`src/rtl/pdiv_pkg.sv`:
```
package pdiv_pkg;

    // Width of restoring row i: the first m rows need m bits, the rest m+1.
    function automatic int row_width(input int i, input int m);
        return (i < m) ? m : m + 1;
    endfunction

endpackage

```
`src/rtl/pdiv_row.sv`:
```
module pdiv_row #(
    parameter int W = 5,
    parameter int M = 4
) (
    input  logic [W-1:0] work,
    input  logic [M-1:0] dvs,
    input  logic         live,
    output logic         ge,
    output logic [M-1:0] part
);
    logic [W-1:0] dvs_inv;
    logic [W:0]   sum;

    // minuend + not(divisor) + carry-in of one
    assign dvs_inv = ~W'(dvs);
    assign sum     = {1'b0, work} + {1'b0, dvs_inv} + (W+1)'(1);
    assign ge      = sum[W];
    assign part    = ge ? sum[M-1:0] : work[M-1:0];

    always_comb begin
        if (live) begin
            // the carry out of the chain must equal a plain comparison
            p_carry_is_compare_r1: assert (ge == (work >= W'(dvs)));
        end
    end

    if (W > M) begin : g_wide
        always_comb begin
            if (live && (dvs != '0) && ge) begin
                // a wide-row difference always fits in M bits
                p_diff_fits_r1: assert (sum[W-1:M] == '0);
            end
        end
    end
endmodule

```
`src/rtl/pdiv_valid_sr.sv`:
```
module pdiv_valid_sr #(
    parameter int DEPTH = 8
) (
    input  logic             clk,
    input  logic             rst_n,
    input  logic             tag_in,
    output logic [DEPTH-1:0] stage_ok
);
    always_ff @(posedge clk or negedge rst_n) begin
        if (!rst_n) begin
            stage_ok <= '0;
        end else begin
            stage_ok <= {stage_ok[DEPTH-2:0], tag_in};
        end
    end

    // every flag moves exactly one position per cycle
    p_flag_entry_r2: assert property (@(posedge clk) disable iff (!rst_n)
        tag_in |=> stage_ok[0]);
endmodule

```
`src/rtl/pdiv_array.sv`:
```
module pdiv_array #(
    parameter int N = 8,
    parameter int M = 4
) (
    input  logic         clk,
    input  logic         rst_n,
    input  logic         tag_in,
    input  logic [N-1:0] dividend,
    input  logic [M-1:0] divisor,
    output logic [N-1:0] quot,
    output logic [M-1:0] rem,
    output logic         res_ok
);
    localparam int XW = N + M;

    logic [N-1:0] stage_ok;

    pdiv_valid_sr #(.DEPTH(N)) u_vsr (
        .clk      (clk),
        .rst_n    (rst_n),
        .tag_in   (tag_in),
        .stage_ok (stage_ok)
    );

    for (genvar i = 0; i < N; i++) begin : stg
        localparam int W = pdiv_pkg::row_width(i, M);

        logic [W-1:0] work;
        logic         ge;
        logic         live;
        logic [M-1:0] part;
        logic [N-1:0] a_src;
        logic [M-1:0] b_src;
        logic [N-1:0] q_src;

        logic [N-1:0] a_q;
        logic [M-1:0] b_q;
        logic [M-1:0] r_q;
        logic [N-1:0] q_q;

        if (i == 0) begin : g_head
            assign a_src = dividend;
            assign b_src = divisor;
            assign q_src = '0;
            assign live  = tag_in;
            assign work  = W'(dividend[N-1]);
        end else begin : g_body
            assign a_src = stg[i-1].a_q;
            assign b_src = stg[i-1].b_q;
            assign q_src = stg[i-1].q_q;
            assign live  = stage_ok[i-1];
            assign work  = {stg[i-1].r_q[W-2:0], stg[i-1].a_q[N-1-i]};
        end

        pdiv_row #(.W(W), .M(M)) u_row (
            .work (work),
            .dvs  (b_src),
            .live (live),
            .ge   (ge),
            .part (part)
        );

        always_ff @(posedge clk) begin
            a_q <= a_src;
            b_q <= b_src;
            r_q <= part;
            q_q <= {q_src[N-2:0], ge};
        end
    end

    assign quot   = stg[N-1].q_q;
    assign rem    = stg[N-1].r_q;
    assign res_ok = stage_ok[N-1];

    // the quotient and remainder rebuild the dividend
    p_identity_r1: assert property (@(posedge clk) disable iff (!rst_n)
        (res_ok && stg[N-1].b_q != '0) |->
        (XW'(quot) * XW'(stg[N-1].b_q) + XW'(rem) == XW'(stg[N-1].a_q)));

    // the remainder stays below the divisor
    p_rem_below_r1: assert property (@(posedge clk) disable iff (!rst_n)
        (res_ok && stg[N-1].b_q != '0) |-> (rem < stg[N-1].b_q));

    // a zero divisor gives all ones and the dividend's low bits
    p_zero_div_r5: assert property (@(posedge clk) disable iff (!rst_n)
        (res_ok && stg[N-1].b_q == '0) |->
        (quot == '1 && rem == stg[N-1].a_q[M-1:0]));

    // reset holds the valid flag low
    p_reset_quiet_r6: assert property (@(posedge clk)
        !rst_n |-> !res_ok);
endmodule

```
`config.mk`:
```
export PLATFORM = sky130hd
export DESIGN_NAME = pdiv_array
export DESIGN_NICKNAME = d
export VERILOG_FILES = /design/src/rtl/pdiv_pkg.sv /design/src/rtl/pdiv_row.sv /design/src/rtl/pdiv_valid_sr.sv /design/src/rtl/pdiv_array.sv
export SDC_FILE = /design/constraint.sdc
export NUM_CORES = 1
export LEC_CHECK = 0
export ABC_AREA = 1
export BUFFER_PORTS_ARGS = -buffer_cell sky130_fd_sc_hd__buf_2
export CAP_MARGIN = 20
export CORE_MARGIN = 5
export CORE_UTILIZATION = 30
export CTS_CLUSTER_DIAMETER = 30
export CTS_CLUSTER_SIZE = 8
export DETAILED_ROUTE_END_ITERATION = 6
export HOLD_SLACK_MARGIN = 0.12
export PLACE_DENSITY = 0.55
export SLEW_MARGIN = 20
export SYNTH_ARGS = -nofsm -noshare
export SYNTH_HDL_FRONTEND = slang
export SYNTH_HIERARCHICAL = 1
export SYNTH_SLANG_ARGS = --single-unit
export TNS_END_PERCENT = 10
```
`constraint.sdc`:
```
create_clock -name clk -period 3.99 [get_ports clk]
set_clock_uncertainty 0.2 [all_clocks]
set_input_delay 0 -clock clk [delete_from_list [all_inputs] [get_ports clk]]
set_output_delay 0 -clock clk [all_outputs]
set_load 0.005 [all_outputs]
```
Word-level counts from Yosys, hierarchy flattened
Cells that the tools add are included.
{"block": "classes", "n_mux": 8, "add_sub_neg": 16, "bitwise": 8, "n_mul": 0, "n_reduce_logical": 0, "order_cmp": 0, "shifts": 0, "div": 0, "n_eq_ne": 0}
{"op": "adder 5 x 5 -> 6 bit", "n": 4}
{"op": "adder 6 x 1 -> 6 bit, second input constant", "n": 4}
{"op": "adder 5 x 1 -> 5 bit, second input constant", "n": 4}
{"op": "two-way mux 4 bit", "n": 5}
{"op": "NOT 4 -> 5 bit", "n": 4}
{"op": "NOT 4 bit", "n": 4}
{"op": "adder 4 x 4 -> 5 bit", "n": 3}
{"op": "two-way mux 3 bit", "n": 2}
{"op": "adder 1 x 4 -> 5 bit", "n": 1}
{"op": "two-way mux 1 bit", "n": 1}
{"block": "word_totals", "word_cells": 64, "mem_count": 0, "output_inout_bits": 13, "rom_bits": 0, "ram_bits": 0, "latch_bits": 0, "input_bits": 15, "regBits": 129}

Depth between registers and ports, before layout
Gate-level depths: netlist of the first run.
{"block": "depth", "ltp_word": 4, "mapped_depth": 9, "depth_no_buf": 9}

By module
Netlist of the first run, hierarchy kept.
{"module": "pdiv_array", "area_per_inst_um2": 2426.1, "seq_area_each_um2": 2422.3, "cells_per_inst": 122, "instances": 1}
{"module": "pdiv_row at stg[0].u_row ...", "area_per_inst_um2": 192.7, "seq_area_each_um2": 0.0, "cells_per_inst": 30, "instances": 4}
{"module": "pdiv_row at stg[5].u_row ...", "area_per_inst_um2": 236.5, "seq_area_each_um2": 0.0, "cells_per_inst": 35, "instances": 3}
{"module": "pdiv_row at stg[4].u_row", "area_per_inst_um2": 250.2, "seq_area_each_um2": 0.0, "cells_per_inst": 42, "instances": 1}
{"module": "pdiv_valid_sr", "area_per_inst_um2": 200.2, "seq_area_each_um2": 200.2, "cells_per_inst": 8, "instances": 1}

Least setup slack after synthesis of the first run
No wires, ideal clock.
{"block": "synth_timing", "path_kind": "register to register", "startpoint": "register stg[0].a_q[6]", "endpoint": "register stg[1].r_q[2]", "path_buffers": 0, "stages_incl_launch_ff": 9, "setup_ns": 0.120, "required_time_ns": 3.670, "path_slack_ns": 2.434, "period_less_slack_ns": 1.556, "arrival_ns": 1.237, "path_cell_list": "dfxtp_1 inv_1 ha_1 inv_1 fa_1 nand3_2 nand2_2 nor2_1 a21oi_1"}
{"block": "synth_between", "elab_chain_cells": 3}
{"item": "from (decl)", "line_no": "pdiv_array.sv:36", "rtl": "logic [N-1:0] a_q;"}
{"item": "from (signal assigned)", "line_no": "pdiv_array.sv:64", "rtl": "a_q <= a_src;"}
{"item": "adder 4 x 4 -> 5 bit", "line_no": "pdiv_row.sv:16", "rtl": "assign sum = {1'b0, work} + {1'b0, dvs_inv} + (W+1)'(1);"}
{"item": "adder 5 x 1 -> 5 bit", "line_no": "pdiv_row.sv:16"}
{"item": "via stg[1].ge", "line_no": "pdiv_array.sv:29", "rtl": "logic ge;"}
{"item": "two-way mux 3 bit", "line_no": "pdiv_row.sv:18", "rtl": "assign part = ge ? sum[M-1:0] : work[M-1:0];"}
{"item": "via stg[1].part[2]", "line_no": "pdiv_array.sv:31", "rtl": "logic [M-1:0] part;"}
{"item": "to (signal assigned)", "line_no": "pdiv_array.sv:66", "rtl": "r_q <= part;"}
{"item": "to (decl)", "line_no": "pdiv_array.sv:38", "rtl": "logic [M-1:0] r_q;"}
The timed path passes the listed nets, and every way through them passes these cells.
A chain may end at the register's enable or synchronous reset.

Worst setup path after layout of the first run
{"block": "layout_timing", "startpoint": "register stg[2].a_q[4]", "endpoint": "register stg[3].r_q[0]"}
{"block": "layout_between", "elab_chain_cells": 3}
{"item": "from (decl)", "line_no": "pdiv_array.sv:36"}
{"item": "from (signal assigned)", "line_no": "pdiv_array.sv:64"}
{"item": "adder 4 x 4 -> 5 bit", "line_no": "pdiv_row.sv:16"}
{"item": "adder 5 x 1 -> 5 bit", "line_no": "pdiv_row.sv:16"}
{"item": "via stg[3].ge", "line_no": "pdiv_array.sv:29"}
{"item": "two-way mux 4 bit", "line_no": "pdiv_row.sv:18"}
{"item": "via stg[3].part[0]", "line_no": "pdiv_array.sv:31"}
{"item": "to (signal assigned)", "line_no": "pdiv_array.sv:66"}
{"item": "to (decl)", "line_no": "pdiv_array.sv:38"}
The timed path passes the listed nets, and every way through them passes these cells.

==> impl_metrics.json, run 1 <==
{
  "end_kind": "flip-flop",
  "grt_pass1_wl_um": 10700,
  "antenna_found_initial": 0,
  "crit_start": "stg[2].a_q[4]",
  "slew_violations": 0,
  "path_class": "reg -> reg",
  "dr.pass1.iters": 4,
  "first_iter_violations": 129,
  "grt_start_max_net_pins": 17,
  "p_total_w": 0.00421,
  "die_y_um": 128,
  "p_per_area_nw_per_um2": 775,
  "critPathSlowestCell": "fa_1",
  "initial_core_util_pct": 30.4,
  "drc": 0,
  "drive_gt1_share_pct": 22.3,
  "max-clock-path-buffers": 2,
  "start_kind": "flip-flop",
  "io_buffer_count": 27,
  "status": "complete, no violations",
  "fin_cells": 637,
  "ys_warn_count": 6,
  "nets": 496,
  "hold_start": "stg[4].q_q[1]",
  "critPathMaxFanout": 7,
  "h-tree-depth": 4,
  "cp_cell_sequence": "inv_1, ha_1, inv_1, fa_1, nand3_2, nand2_2, nor2_1, a21oi_1",
  "final_area_um2": 5440,
  "viasPerCell": 3.93,
  "use_met3_pct": 4.79,
  "die_area_um2": 16500,
  "num_io_pins": 28,
  "clock-sinks": 129,
  "slowest_delay_ps": 410,
  "antenna-diode-count": 0,
  "fin_setup_tns_ps": 0,
  "rsz0062_at_grt": "false",
  "overflow": 0,
  "cts_made_buffers": 17,
  "grt_busiest_layer": "met2",
  "met1_usage_pct": 7.64,
  "finalCriticalPeriod_ps": 1680,
  "postSynthAreaPerCell_um2": 11.4,
  "dp_cells": 578,
  "hp-class": "reg -> reg",
  "die_w_um": 128,
  "root_buffer": "clkbuf_16",
  "postCtsSetupRepairBufs": 0,
  "vias": 2503,
  "synthCells": 367,
  "cpMostUsedCell": "inv_1",
  "postPlaceCellArea_um2": 4570,
  "crit_required_ps": 4090,
  "fp-row-count": 43,
  "post_cts_resized": 0,
  "synth.cell_area_um2": 4200,
  "vdd_drop_max_v": 0.000339,
  "grt_usage_pct": 8.47,
  "hold_viol": 0,
  "syn2layout_area_growth_pct": 29.4,
  "cts_tree": "yes",
  "detail-route-antenna-nets": 0,
  "gp_congestion": 0.757,
  "path_clk_slew_ps": 60,
  "dp_hpwl_um": 4170,
  "core_area_um2": 13800,
  "wl_per_cell_um": 9.03,
  "fmax_mhz": 596,
  "setup_viol": 0,
  "first_global_vias": 2582,
  "met2_usage_pct": 14.9,
  "cap_violations": 0,
  "period_share_pct": 42.0,
  "cp_data_arrival_time_ps": 1770,
  "clk_latency_ps": 400,
  "cts_hold_buffers": 27,
  "wirelength_um": 5750,
  "rr_startpoint": "stg[2].a_q[4]",
  "p_leak_nw": 2.56
}
==> power by group <==
part | switching, W | total (W) | internal, W
clock | 0.000548 | 0.00150 | 0.000956
sequential | 0.000129 | 0.00174 | 0.00161
combinational | 0.000553 | 0.000972 | 0.000419
total | 0.00123 | 0.00421 | 0.00298
==> path summary, 6_finish.rpt <==
check | endpoint | slack (ps) | depth (start not counted)
max reg2reg | stg[3].r_q[0] | 2310 | 8
max in group asynchronous | u_vsr/stage_ok[7] | 3000 | 3
min | stg[5].q_q[2] | 120 | 0
min reg2reg | stg[5].q_q[2] | 120 | 0
max | stg[3].r_q[0] | 2310 | 8
min in group asynchronous | u_vsr/stage_ok[0] | 340 | 3
==> metal layers <==
layer  wire (µm)  vias to the layer above  share of wire, %
met5           0                        -                 0
met4         135                        0               2.3
met3         338                       13               5.9
met2        3060                       45                53
met1        2220                     1150                39
li1            -                     1295                 -
==> cell usage in the layout (no fill, tap or decap), drive strengths merged, types with 5 or more instances in the layout <==
| master | n |
|---|---|
| dfxtp | 121 |
| inv | 61 |
| nand2 | 60 |
| ha | 29 |
| dlygate4sd3 | 27 |
| buf | 27 |
| nand3 | 26 |
| clkbuf | 21 |
| nor2 | 21 |
| a21oi | 16 |
| fa | 8 |
| dfrtp | 8 |
| conb | 5 |
==> stage by stage <==
step	hold slack [ps]	worst slack [ps]	utilization, %
2_1_floorplan	-496	2430	-
3_3_place_gp	-357	2380	33.1
3_5_place_dp	-351	2340	33.1
4_1_cts	125	2320	39.3
5_1_grt	126	2220	39.3
6_report	124	2310	39.3
==> layout make-up <==
class,count,area (µm²)
Clock buffer,21,460
Clock inverter,11,130
Fill cell,1335,8390
Inverter,59,221
Multi-Input combinational cell,183,1370
Sequential cell,129,2620
Tap cell,180,225
Timing Repair Buffer,54,405
==> sequential cells by signal (all words and copies together) (netlist names) <==
name and cells:
rem 4, stg.q_q 28, stg.b_q 28, u_vsr/stage_ok 8, quot 8, stg.a_q 28, stg.r_q 25
==> worst max-delay path, delay by kind of cell (launching register included) <==
kind	cells	cell delay, ps
and+or+nand+nor	3	360
DFF	1	310
buffers and inverters	2	110
AOI/OAI and AO/OA	1	50
adders and majority gates	2	540
(Power assumes the default switching activity.)
==> inputs of run 2 (changes only) <==
--- a/config.mk
+++ b/config.mk
@@ -14,7 +14,7 @@
 export CTS_CLUSTER_SIZE = 8
 export DETAILED_ROUTE_END_ITERATION = 6
 export HOLD_SLACK_MARGIN = 0.12
-export PLACE_DENSITY = 0.55
+export PLACE_DENSITY = 0.57
 export SLEW_MARGIN = 20
 export SYNTH_ARGS = -nofsm -noshare
 export SYNTH_HDL_FRONTEND = slang
==> constraint.sdc (replaced) <==
create_clock -name clk -period 1.5 [get_ports clk]
set_clock_uncertainty 0.2 [all_clocks]
set_input_delay 0 -clock clk [delete_from_list [all_inputs] [get_ports clk]]
set_output_delay 0 -clock clk [all_outputs]
set_load 0.005 [all_outputs]
==> run 2 against run 1 <==
  * The flow now finishes with violations (hold timing, setup timing)
  * First-iteration DRC count down 37%
  * Worst setup slack worse by 2400 ps
  * Die area unchanged
  * Fmax up 7.3%
  * Clock power rose to 2.9 times the previous value
  * Critical path depth down 2
  * Wire length up 4.5%
  * Critical path type unchanged
  * Critical endpoint is now stg[3].r_q[2]
==> impl_metrics.json, run 2 (synthesized netlist as in run 1, its figures left out) <==
{
  "status": "complete, but fails checks",
  "violations": "hold timing, setup timing",
  "io_buffer_count": 27,
  "end_kind": "flip-flop",
  "path_class": "reg -> reg",
  "rsz0062_at_grt": "true",
  "final_cell_mix": "106 x dfxtp_1, 47 x inv_1, 43 x nand2_1",
  "die_area_um2": 16500,
  "reg2reg_depth": 6,
  "dp_hpwl_um": 4020,
  "drc": 0,
  "reg_top3": "stg.a_q: 28 flops, stg.b_q: 28 flops, stg.q_q: 28 flops",
  "p_leak_nw": 2.65,
  "cts_tree": "yes",
  "cap_violations": 0,
  "detail-route-antenna-nets": 0,
  "vdd_drop_max_v": 0.000888,
  "clk_latency_ps": 400,
  "p_per_area_nw_per_um2": 2080,
  "path_clk_slew_ps": 60,
  "antenna_found_initial": 0,
  "cts_made_buffers": 17,
  "h-tree-depth": 4,
  "cp_data_arrival_time_ps": 1650,
  "root_buffer": "clkbuf_16",
  "first_global_vias": 2494,
  "p_sw_w": 0.00353,
  "finish.utilization_pct": 42.1,
  "fmax_mhz": 640,
  "sequentialPowerShare_pct": 38.6,
  "antenna-diode-count": 0,
  "holdWs_ps": -251,
  "grt_usage_pct": 8.19,
  "dr.pass1.iters": 4,
  "die_w_um": 128,
  "critPathMaxFanout": 2,
  "hp-class": "in -> reg",
  "combinationalPowerShare_pct": 25.4,
  "num_io_pins": 28,
  "slew_violations": 0,
  "grt_start_max_net_pins": 17,
  "switching_share_pct": 29.2,
  "syn2layout_area_growth_pct": 38.7,
  "gp_congestion": 0.719,
  "hold_viol": 1,
  "wirelength_um": 6010,
  "fin_cells": 647,
  "pwr-share-clk_pct": 36.0,
  "vias": 2543,
  "fp-row-count": 43,
  "initial_core_util_pct": 30.4,
  "core_area_um2": 13800,
  "crit_required_ps": 1590,
  "final_common_cell": "dfxtp_1",
  "internal_power_w": 0.00856,
  "overflow": 0,
  "dp_cells": 580,
  "setup_viol": 11,
  "viasPerCell": 3.93,
  "die_y_um": 128,
  "drive_gt1_share_pct": 34.9,
  "holdPathStages": 4,
  "cts_hold_buffers": 27,
  "finalCriticalPeriod_ps": 1560,
  "first_iter_violations": 81,
  "clock-sinks": 129,
  "grt_pass1_wl_um": 10500,
  "start_kind": "flip-flop",
  "layout_setup_ws_ps": -63.0,
  "max-clock-path-buffers": 2,
  "nets": 506,
  "period_share_pct": 104,
  "wl_per_cell_um": 9.29,
  "pre_cts_ws_ps": -115
}
[run 2: changes by cell type in the layout (fill, tap and decap cells not counted), sizes merged]
cell | before | now
inv | 61 | 60
dlygate4sd3 | 27 | 26
bufinv | 2 | 3
buf | 27 | 38
[run 2: power groups by stage]
stage	Combinational [W]	Clock (W)	Sequential [W]
after global routing	0.00352	0.00464	0.00477
after CTS	0.00276	0.00449	0.00464
after floorplan	0.00201	0	0.00465
final	0.00307	0.00435	0.00467
after detailed placement	0.00259	0	0.00470
after global placement	0.00249	0	0.00469
[run 2: repair_timing]
item | CTS | global route
pin swaps | 4 | 19
endpoints found under the hold margin | 24 | 1
buffers inserted | 1 | 7
resized for setup | 16 | 54
endpoints found under the setup margin | 13 | 29
[run 2: layer usage]
metal	up-vias	track usage (%)	share of wire, %
met1	1183	7.81	38
li1	1316	-	-
met2	38	14.3	55
met5	-	0	0
met3	6	4.00	5.6
met4	0	4.68	1.5
[run 2: worst max-delay path, stage by stage, from the launching register on]
cell and delay, ps:
dfxtp_2 360, ha_4 140, inv_4 30, fa_2 360, buf_4 150, xnor2_1 130, a21oi_1 80
[run 2: through the flow]
stage                     area, µm²  power (W)  TNS (ps)
after floorplan                4220    0.00666     -83.0
after global placement         4590    0.00717      -459
after detailed placement       4590    0.00729      -971
after CTS                      5590     0.0119      -514
after global routing           5830     0.0129     -1310
final                          5830     0.0121      -428
[run 2: area by class of cell]
class                   count  area [µm²]
clock buffers              21         503
clock inverters            11         148
fillers                  1296        8000
inverters                  59         224
multi-input cells         183        1610
flip-flops and latches    129        2640
well taps                 180         225
repair buffers             64         479
[run 2: final timing paths]
check                               from           endpoint  slack [ps]
setup / recovery           stg[2].b_q[0]      stg[3].r_q[2]         -60
hold / removal               dividend[7]      stg[0].r_q[0]        -250
setup reg to reg           stg[2].b_q[0]      stg[3].r_q[2]         -60
hold reg to reg            stg[3].a_q[1]      stg[4].a_q[1]         120
max in group asynchronous          rst_n  u_vsr/stage_ok[6]         500
min in group asynchronous          rst_n  u_vsr/stage_ok[0]         350
